File: src/rtl/spi_m0_pkg.sv
package spi_m0_pkg;
  localparam int unsigned BYTE_W = 8;
  localparam int unsigned CNT_W  = $clog2(BYTE_W);

  typedef logic [BYTE_W-1:0] byte_t;
  typedef logic [CNT_W-1:0]  cnt_t;

  // append one sampled bit at the bottom, MSB leaves first
  function automatic byte_t shift_in(byte_t v, logic b);
    return {v[BYTE_W-2:0], b};
  endfunction

  function automatic byte_t shift_out(byte_t v);
    return {v[BYTE_W-2:0], 1'b0};
  endfunction

  function automatic logic is_last(cnt_t c);
    return c == cnt_t'(BYTE_W - 1);
  endfunction
endpackage

File: src/rtl/spi_m0_sync.sv
module spi_m0_sync #(
  parameter int unsigned WIDTH  = 3,
  parameter int unsigned STAGES = 2,
  parameter logic [WIDTH-1:0] RST_VAL = '0
) (
  input  logic             clk,
  input  logic             rst_n,
  input  logic [WIDTH-1:0] d,
  output logic [WIDTH-1:0] q
);
  generate
    for (genvar i = 0; i < WIDTH; i++) begin : g_bit
      logic [STAGES-1:0] chain;
      always_ff @(posedge clk or negedge rst_n) begin
        if (!rst_n) chain <= {STAGES{RST_VAL[i]}};
        else        chain <= {chain[STAGES-2:0], d[i]};
      end
      assign q[i] = chain[STAGES-1];
    end
  endgenerate
endmodule

File: src/rtl/spi_m0_rx.sv
module spi_m0_rx
  import spi_m0_pkg::*;
(
  input  logic  clk,
  input  logic  rst_n,
  input  logic  cs_high,
  input  logic  cs_fall,
  input  logic  sck_rise,
  input  logic  sdi_s,
  input  logic  tx_drv,
  output logic  byte_end,
  output logic  at_boundary,
  output byte_t rx_byte,
  output logic  rx_valid,
  output logic  rx_first
);
  cnt_t  bcnt;
  byte_t shreg;
  logic  first_q;

  assign byte_end    = sck_rise && !cs_high && is_last(bcnt);
  assign at_boundary = (bcnt == '0);

  always_ff @(posedge clk or negedge rst_n) begin
    if (!rst_n) begin
      bcnt <= '0; shreg <= '0; first_q <= 1'b0;
      rx_byte <= '0; rx_valid <= 1'b0; rx_first <= 1'b0;
    end else begin
      rx_valid <= 1'b0;
      if (cs_fall) first_q <= 1'b1;
      if (cs_high) begin
        bcnt  <= '0;
        shreg <= '0;
      end else if (sck_rise) begin
        bcnt <= bcnt + 1'b1;
        if (!tx_drv) shreg <= shift_in(shreg, sdi_s);
        if (is_last(bcnt)) begin
          first_q <= 1'b0;
          if (!tx_drv) begin
            rx_valid <= 1'b1;
            rx_byte  <= shift_in(shreg, sdi_s);
            rx_first <= first_q;
          end
        end
      end
    end
  end

  p_strobe_single_r1: assert property (@(posedge clk) disable iff (!rst_n)
    rx_valid |=> !rx_valid);
  p_frame_reset_r3: assert property (@(posedge clk) disable iff (!rst_n)
    cs_high |=> at_boundary);
endmodule

File: src/rtl/spi_m0_tx.sv
module spi_m0_tx
  import spi_m0_pkg::*;
(
  input  logic  clk,
  input  logic  rst_n,
  input  logic  cs_high,
  input  logic  cs_fall,
  input  logic  sck_lvl,
  input  logic  sck_fall,
  input  logic  byte_end,
  input  logic  at_boundary,
  input  logic  rd_phase,
  input  logic  tx_load,
  input  byte_t tx_data,
  output logic  tx_drv,
  output logic  sdo_bit,
  output logic  tx_req,
  output logic  underrun
);
  byte_t shreg, hold;
  logic  hold_v, load_evt;

  assign load_evt = !cs_high && rd_phase && at_boundary && !sck_lvl && !tx_drv;
  assign tx_req   = !cs_high && rd_phase && !hold_v;
  assign sdo_bit  = shreg[BYTE_W-1];

  always_ff @(posedge clk or negedge rst_n) begin
    if (!rst_n) begin
      tx_drv <= 1'b0; shreg <= '0; hold <= '0; hold_v <= 1'b0;
    end else if (cs_high) begin
      tx_drv <= 1'b0; shreg <= '0; hold_v <= 1'b0;
    end else begin
      if (byte_end) begin
        tx_drv <= 1'b0;
      end else if (load_evt) begin
        tx_drv <= 1'b1;
        shreg  <= hold_v ? hold : '0;
      end else if (tx_drv && sck_fall) begin
        shreg <= shift_out(shreg);
      end
      if (tx_load) begin
        hold   <= tx_data;
        hold_v <= 1'b1;
      end else if (load_evt) begin
        hold_v <= 1'b0;
      end
    end
  end

  always_ff @(posedge clk or negedge rst_n) begin
    if (!rst_n)                   underrun <= 1'b0;
    else if (cs_fall)             underrun <= 1'b0;
    else if (load_evt && !hold_v) underrun <= 1'b1;
  end

  p_release_on_cs_r4: assert property (@(posedge clk) disable iff (!rst_n)
    cs_high |=> !tx_drv);
  p_change_on_fall_r5: assert property (@(posedge clk) disable iff (!rst_n)
    (tx_drv && $past(tx_drv) && !$past(sck_fall)) |-> $stable(sdo_bit));
  p_load_drops_req_r7: assert property (@(posedge clk) disable iff (!rst_n)
    (tx_load && !cs_high) |=> !tx_req);
  p_underrun_clear_r8: assert property (@(posedge clk) disable iff (!rst_n)
    cs_fall |=> !underrun);
endmodule

File: src/rtl/spi_m0_slave.sv
module spi_m0_slave
  import spi_m0_pkg::*;
#(
  parameter int unsigned SYNC_STAGES = 2
) (
  input  logic              clk,
  input  logic              rst_n,
  input  logic              cs_n,
  input  logic              sck,
  input  logic              sdi,
  output logic              sdo,
  output logic              sdo_en,
  output logic [BYTE_W-1:0] rx_byte,
  output logic              rx_valid,
  output logic              rx_first,
  input  logic              rd_phase,
  output logic              tx_req,
  input  logic              tx_load,
  input  logic [BYTE_W-1:0] tx_data,
  output logic              underrun
);
  logic cs_s, sck_s, sdi_s, cs_q, sck_q;
  logic cs_fall, sck_rise, sck_fall;
  logic byte_end, at_boundary, tx_drv, sdo_bit;

  spi_m0_sync #(.WIDTH(3), .STAGES(SYNC_STAGES), .RST_VAL(3'b001)) u_sync (
    .clk(clk), .rst_n(rst_n), .d({sdi, sck, cs_n}), .q({sdi_s, sck_s, cs_s}));

  always_ff @(posedge clk or negedge rst_n) begin
    if (!rst_n) begin cs_q <= 1'b1; sck_q <= 1'b0; end
    else        begin cs_q <= cs_s; sck_q <= sck_s; end
  end

  assign cs_fall  = !cs_s && cs_q;
  assign sck_rise = sck_s && !sck_q;
  assign sck_fall = !sck_s && sck_q;

  spi_m0_rx u_rx (
    .clk(clk), .rst_n(rst_n), .cs_high(cs_s), .cs_fall(cs_fall),
    .sck_rise(sck_rise), .sdi_s(sdi_s), .tx_drv(tx_drv),
    .byte_end(byte_end), .at_boundary(at_boundary),
    .rx_byte(rx_byte), .rx_valid(rx_valid), .rx_first(rx_first));

  spi_m0_tx u_tx (
    .clk(clk), .rst_n(rst_n), .cs_high(cs_s), .cs_fall(cs_fall),
    .sck_lvl(sck_s), .sck_fall(sck_fall), .byte_end(byte_end),
    .at_boundary(at_boundary), .rd_phase(rd_phase), .tx_load(tx_load),
    .tx_data(tx_data), .tx_drv(tx_drv), .sdo_bit(sdo_bit),
    .tx_req(tx_req), .underrun(underrun));

  assign sdo_en = tx_drv;
  assign sdo    = tx_drv && sdo_bit;

  p_no_rx_in_read_r6: assert property (@(posedge clk) disable iff (!rst_n)
    (sck_rise && tx_drv) |=> !rx_valid);
  p_first_only_after_fall_r2: assert property (@(posedge clk) disable iff (!rst_n)
    (rx_valid && rx_first) |-> !cs_s);
endmodule

File: config.mk
export PLATFORM = sky130hd
export DESIGN_NAME = spi_m0_slave
export DESIGN_NICKNAME = d
export VERILOG_FILES = /design/src/rtl/spi_m0_pkg.sv /design/src/rtl/spi_m0_sync.sv /design/src/rtl/spi_m0_rx.sv /design/src/rtl/spi_m0_tx.sv /design/src/rtl/spi_m0_slave.sv
export SDC_FILE = /design/constraint.sdc
export NUM_CORES = 1
export LEC_CHECK = 0
export BUFFER_PORTS_ARGS = -buffer_cell sky130_fd_sc_hd__buf_2
export CORE_MARGIN = 2
export CORE_UTILIZATION = 50
export CTS_CLUSTER_DIAMETER = 50
export DETAILED_ROUTE_END_ITERATION = 8
export PLACE_DENSITY = 0.79
export SYNTH_ARGS = -nofsm -noshare
export SYNTH_HDL_FRONTEND = slang
export SYNTH_HIERARCHICAL = 1
export SYNTH_SLANG_ARGS = --single-unit
File: constraint.sdc
create_clock -name clk -period 2.4 [get_ports clk]
set_clock_uncertainty 0.05 [all_clocks]
set_input_delay 0.12 -clock clk [delete_from_list [all_inputs] [get_ports clk]]
set_output_delay 0.12 -clock clk [all_outputs]
set_load 0.02 [all_outputs]
======== Yosys cells after proc, flatten, opt, wreduce, memory -nomap -nowiden ========
Cells that the tools add are included.
storage, ports and cells
  flip-flop bits (word level) ............. 48
  latch bits .............................. 0
  RAM bits ................................ 0
  memory bits (read-only) ................. 0
  input port bits ......................... 15
  memories kept ........................... 0
operators by class
  $add $sub $neg .......................... 1
  multiply operators ...................... 0
  divide/modulo/power cells ............... 0
  magnitude comparators ................... 0
  eq/ne operators ......................... 3
  shift operators ......................... 0
  multiplexer cells ....................... 26
  bitwise gates (word level) .............. 2
  reductions and logical operators ........ 28
operators by type and width
  operator                                                number
  two-way mux 8 bit                                       5
  two-way mux 7 bit                                       3
  two-way mux 1 bit                                       16
  logical AND 1 bit                                       13
  nonzero test 3 bit                                      3
  two-way mux 3 bit                                       2
  AND reduction 2 bit                                     3
  logical NOT 1 bit                                       5
  AND reduction 4 bit                                     1
  nonzero test 2 bit                                      2
  adder 3 x 1 -> 3 bit (second input constant)            1
  == test 3 bit (second input constant)                   1
  logical NOT 3 bit                                       1
  inequality test 2 x 1 -> 1 bit (second input constant)  1
  inequality test 2 bit (second input constant)           1
  NOT 1 bit                                               2

======== Depth between registers and ports, before layout ========
  word-level depth ........................ 8
  gate-level depth with buffers ........... 9
  depth with buffers taken out ............ 8

======== Cells and area by module ========
Netlist, hierarchy kept.
by module, submodules not included
  module        times used  cells an instance  area each (µm²)  sequential area each (µm²)
  spi_m0_tx     1           78                 903.4            475.5
  spi_m0_rx     1           72                 873.3            525.5
  spi_m0_sync   1           9                  175.2            152.6
  spi_m0_slave  1           6                  78.8             51.3

======== Worst setup path before layout ========
OpenSTA, ideal clock, no wires.
  path kind ............................... register -> register
  from .................................... register u_rx.bcnt[0]
  to ...................................... register u_tx.shreg[0]
  setup time .............................. 0.110 ns
  arrival time ............................ 1.632 ns
  data required time ...................... 2.240 ns
  slack ................................... 0.608 ns
  stages on the path, launching flop included .. 9
  period minus slack after synthesis ...... 1.792 ns
  path through ............................ dfrtp_1 > ha_1 > ha_1 > nand2_4 > nor2_1 > nor2_1 > a221oi_4 > nand2_1 > o41ai_1
on the way
  elaborated cells on any way between the ends .. 12
RTL lines
  element                                   line                text
  start, declared                           spi_m0_rx.sv:17     cnt_t bcnt;
  start signal, assigned                    spi_m0_rx.sv:35     bcnt <= bcnt + 1'b1;
  == test 3 bit                             spi_m0_pkg.sv:18    return c == cnt_t'(BYTE_W - 1);
  logical AND 1 bit                         spi_m0_rx.sv:21     assign byte_end = sck_rise && !cs_high && is_last(bcnt);
  via byte_end                              spi_m0_slave.sv:24  logic byte_end, at_boundary, tx_drv, sdo_bit;
  inequality test 2 x 1 -> 1 bit (no line)  --
  AND reduction 2 bit (no line)             --
  end signal, assigned                      spi_m0_tx.sv:37     shreg <= hold_v ? hold : '0;
  end signal, assigned                      spi_m0_tx.sv:39     shreg <= shift_out(shreg);
  end, declared                             spi_m0_tx.sv:20     byte_t shreg, hold;
The timed path passes the listed nets, and every way through them passes these cells. The select of a mux whose other input is x is not followed.
A chain may end at the register's enable or synchronous reset.

======== Final worst setup path ========
  from .................................... register u_rx.bcnt[0]
  to ...................................... register u_tx.shreg[5]
The elaborated chain is that of the path after synthesis.

==> metrics.yaml <==
gp_congestion: 0.769
start_util_pct: 51.5
crit_type: "reg2reg"
clkPwrFrac_pct: 38.0
grtUsageTotal_pct: 15.9
cts_sinks: 48
timing.fmax_mhz: 496
syn_nets: 183
overflow: 0
core-area_um2: 3940
avgSynthCellArea_um2: 12.3
power.leakage_nw: 1.18
grt_pass1_wl_um: 5420
dr.pass1.iters: 4
cts.clk_slew.worst_paths_ns: 0.08
final-setup-viol-count: 0
max_cap_violations: 0
p_seq_share_pct: 53.9
synth_edf_count: 0
vias: 1273
drive_gt1_share_pct: 32.5
grt_max_degree: 33
p_int_mw: 1.28
endpoint_kind: "flop"
ir_worst_vdd_v: 0.000574
grt_antenna_before_repair: 0
cts-resized-gates: 0
remaining_drc_errors: 0
ys_seq_elements: 48
cp_max_fo: 8
ys_types: 31
grt_pass1_vias: 1237
tightest_slew_ns: 0.681
dp_hpwl_um: 2230
finalHoldViolCount: 0
vias_per_cell: 5.03
yosys_warnings: 6
yosysTopAreaCell: "dfrtp_1"
worstSkewPairLatency_ns: 0.29
crit_required_ns: 2.57
cp-start-kind: "flop"
cp_slowest_stage_delay_ns: 0.46
root_buffer: "clkbuf_8"
port_buffers: 28
max_slew_margin_pct: 54.5
cts_tree: "done"
power.switching_mw: 0.344
postPlaceCellArea_um2: 2180
drt-total-wl_um: 3220
cts_buffers: 5
cpMaxStageDelayCell: "a221oi_4"
cp.arrival_ns: 2.18
yosys_most_used_dff: "dfrtp_1"
pwr_density_cell_nw_per_um2: 676
cts_htree_levels: 2
swShare_pct: 21.2
outcome: "complete, no violations"
antenna_cells: 0
first_iter_violations: 47
die_h_um: 67.7
period_share_pct: 84.0
seq_area_frac_synth_pct: 59.3
min_period_ns: 2.02
cts_buffer_depth: 2
crit_chain: "ha_1 -> ha_1 -> nand2_4 -> nor2_1 -> nor2_1 -> a221oi_4 -> nand2_1 -> o21ai_1"
area_delta_synth_final_pct: 18.2
synth_common_cells: "dfrtp_1 (45), nand2_1 (23), mux2_2 (16)"
synth_cells: 165
cts_setup_buffers: 0
comb_power_share_pct: 8.1
finalSetupTns_ns: 0
slew_violations: 0
async_flop_share_pct: 100
rows: 23
die_w_um: 67.7
rsz0062_at_grt: "false"
min_path_type: "in2reg"
final_cell_area_um2: 2400
fin_nets: 220
dieArea_um2: 4590
syn_area_um2: 2030
yosysMostFrequentCell: "dfrtp_1"
synth_area_leaders: "dfrtp_1 (55%), mux2_2 (8.9%), mux2i_1 (4.9%)"
wl_per_cell_um: 12.7
io_pins: 29
antenna_left: 0
synth.top_cell.area_share_pct: 55.5
metrics by stage:
step	hold WS (ns)	setup slack [ns]	util, %	instances	total power [mW]
after floorplan	-0.226	0.608	-	165	0.970
after global placement	0.00157	0.485	55.4	236	1.01
after detailed placement	0.00732	0.393	55.4	236	1.01
after CTS	0.00259	0.387	60.6	252	1.64
after global routing	0.00292	0.208	60.9	253	1.69
final	0.00794	0.383	60.9	253	1.62
what timing repair did:
item,4_1_cts,5_1_grt
setup endpoints to repair,0,0
hold buffers,8,1
hold endpoints to repair,23,1
critical path: cells and delay by family, from the launching register on:
family,cells,cell delay [ns]
simple gates,4,0.60
compound gates,2,0.55
flops,1,0.39
fa+ha+maj,2,0.35
flip-flops by register name, summed over array words and instances (netlist names), 3 cells and up:
signal and count:
u_rx/shreg 7, u_rx/bcnt 3, u_tx/shreg 8, u_sync/g_bit.chain 6, u_tx/hold 8, u_rx/rx_byte 8
routing by layer:
metal | global-route usage, % | vias to the layer above | wire (um)
li1 | - | 619 | -
met1 | 20.9 | 625 | 1530
met2 | 25.1 | 27 | 1550
met3 | 3.83 | 2 | 134
met4 | 7.14 | 0 | 10
met5 | 0 | - | 0
layout by cell type (no fill, tap or decap), types with 3 or more instances in the layout:
master	instances
a21oi_1	8
and2_1	4
and2_2	4
buf_2	28
clkbuf_8	7
dfrtp_1	45
dfstp_2	3
dlygate4sd3_1	9
ha_1	3
inv_1	3
mux2_2	16
mux2i_1	10
nand2_1	23
nor2_1	11
nor2b_1	6
o21ai_1	7
layout make-up:
class	count	area [um^2]
tap	50	62.6
fill	304	1540
sequential	48	1200
clock buffer	7	96.3
inverter	3	11.3
clock inverter	1	30.0
multi-input combinational	106	757
timing repair buffer	38	238
path summary, 6_finish.rpt:
check | end | depth (start not counted) | start | slack [ns]
max reg2reg | u_tx/shreg[5] | 8 | u_rx/bcnt[0] | 0.38
min | u_tx/hold[3] | 2 | tx_data[3] | 0.008
max in group asynchronous | cs_q | 3 | rst_n | 1.33
min reg2reg | u_sync/g_bit[0].chain[1] | 0 | u_sync/g_bit[0].chain[0] | 0.31
min in group asynchronous | u_sync/g_bit[2].chain[0] | 2 | rst_n | 0.21
max | u_tx/shreg[5] | 8 | u_rx/bcnt[0] | 0.38
power groups by stage:
stage / registers [mW] / logic, mW / clock network [mW]
floorplan: 0.879 / 0.0912 / 0
global placement: 0.889 / 0.119 / 0
detailed placement: 0.891 / 0.122 / 0
CTS: 0.875 / 0.132 / 0.629
global route: 0.880 / 0.147 / 0.667
finish: 0.875 / 0.131 / 0.616
logic make-up after synthesis:
group / count (synthesis) / synth area share (%)
multiplexers: 27 / 14.4
AO/OA/AOI/OAI: 18 / 5.73
flip-flops: 48 / 59.3
buffers and inverters: 11 / 3.39
XOR/XNOR: 1 / 0.431
AND/OR/NAND/NOR: 57 / 14.9
adder cells (fa/ha/maj): 3 / 1.85
Power figures use the tool's default switching activity.
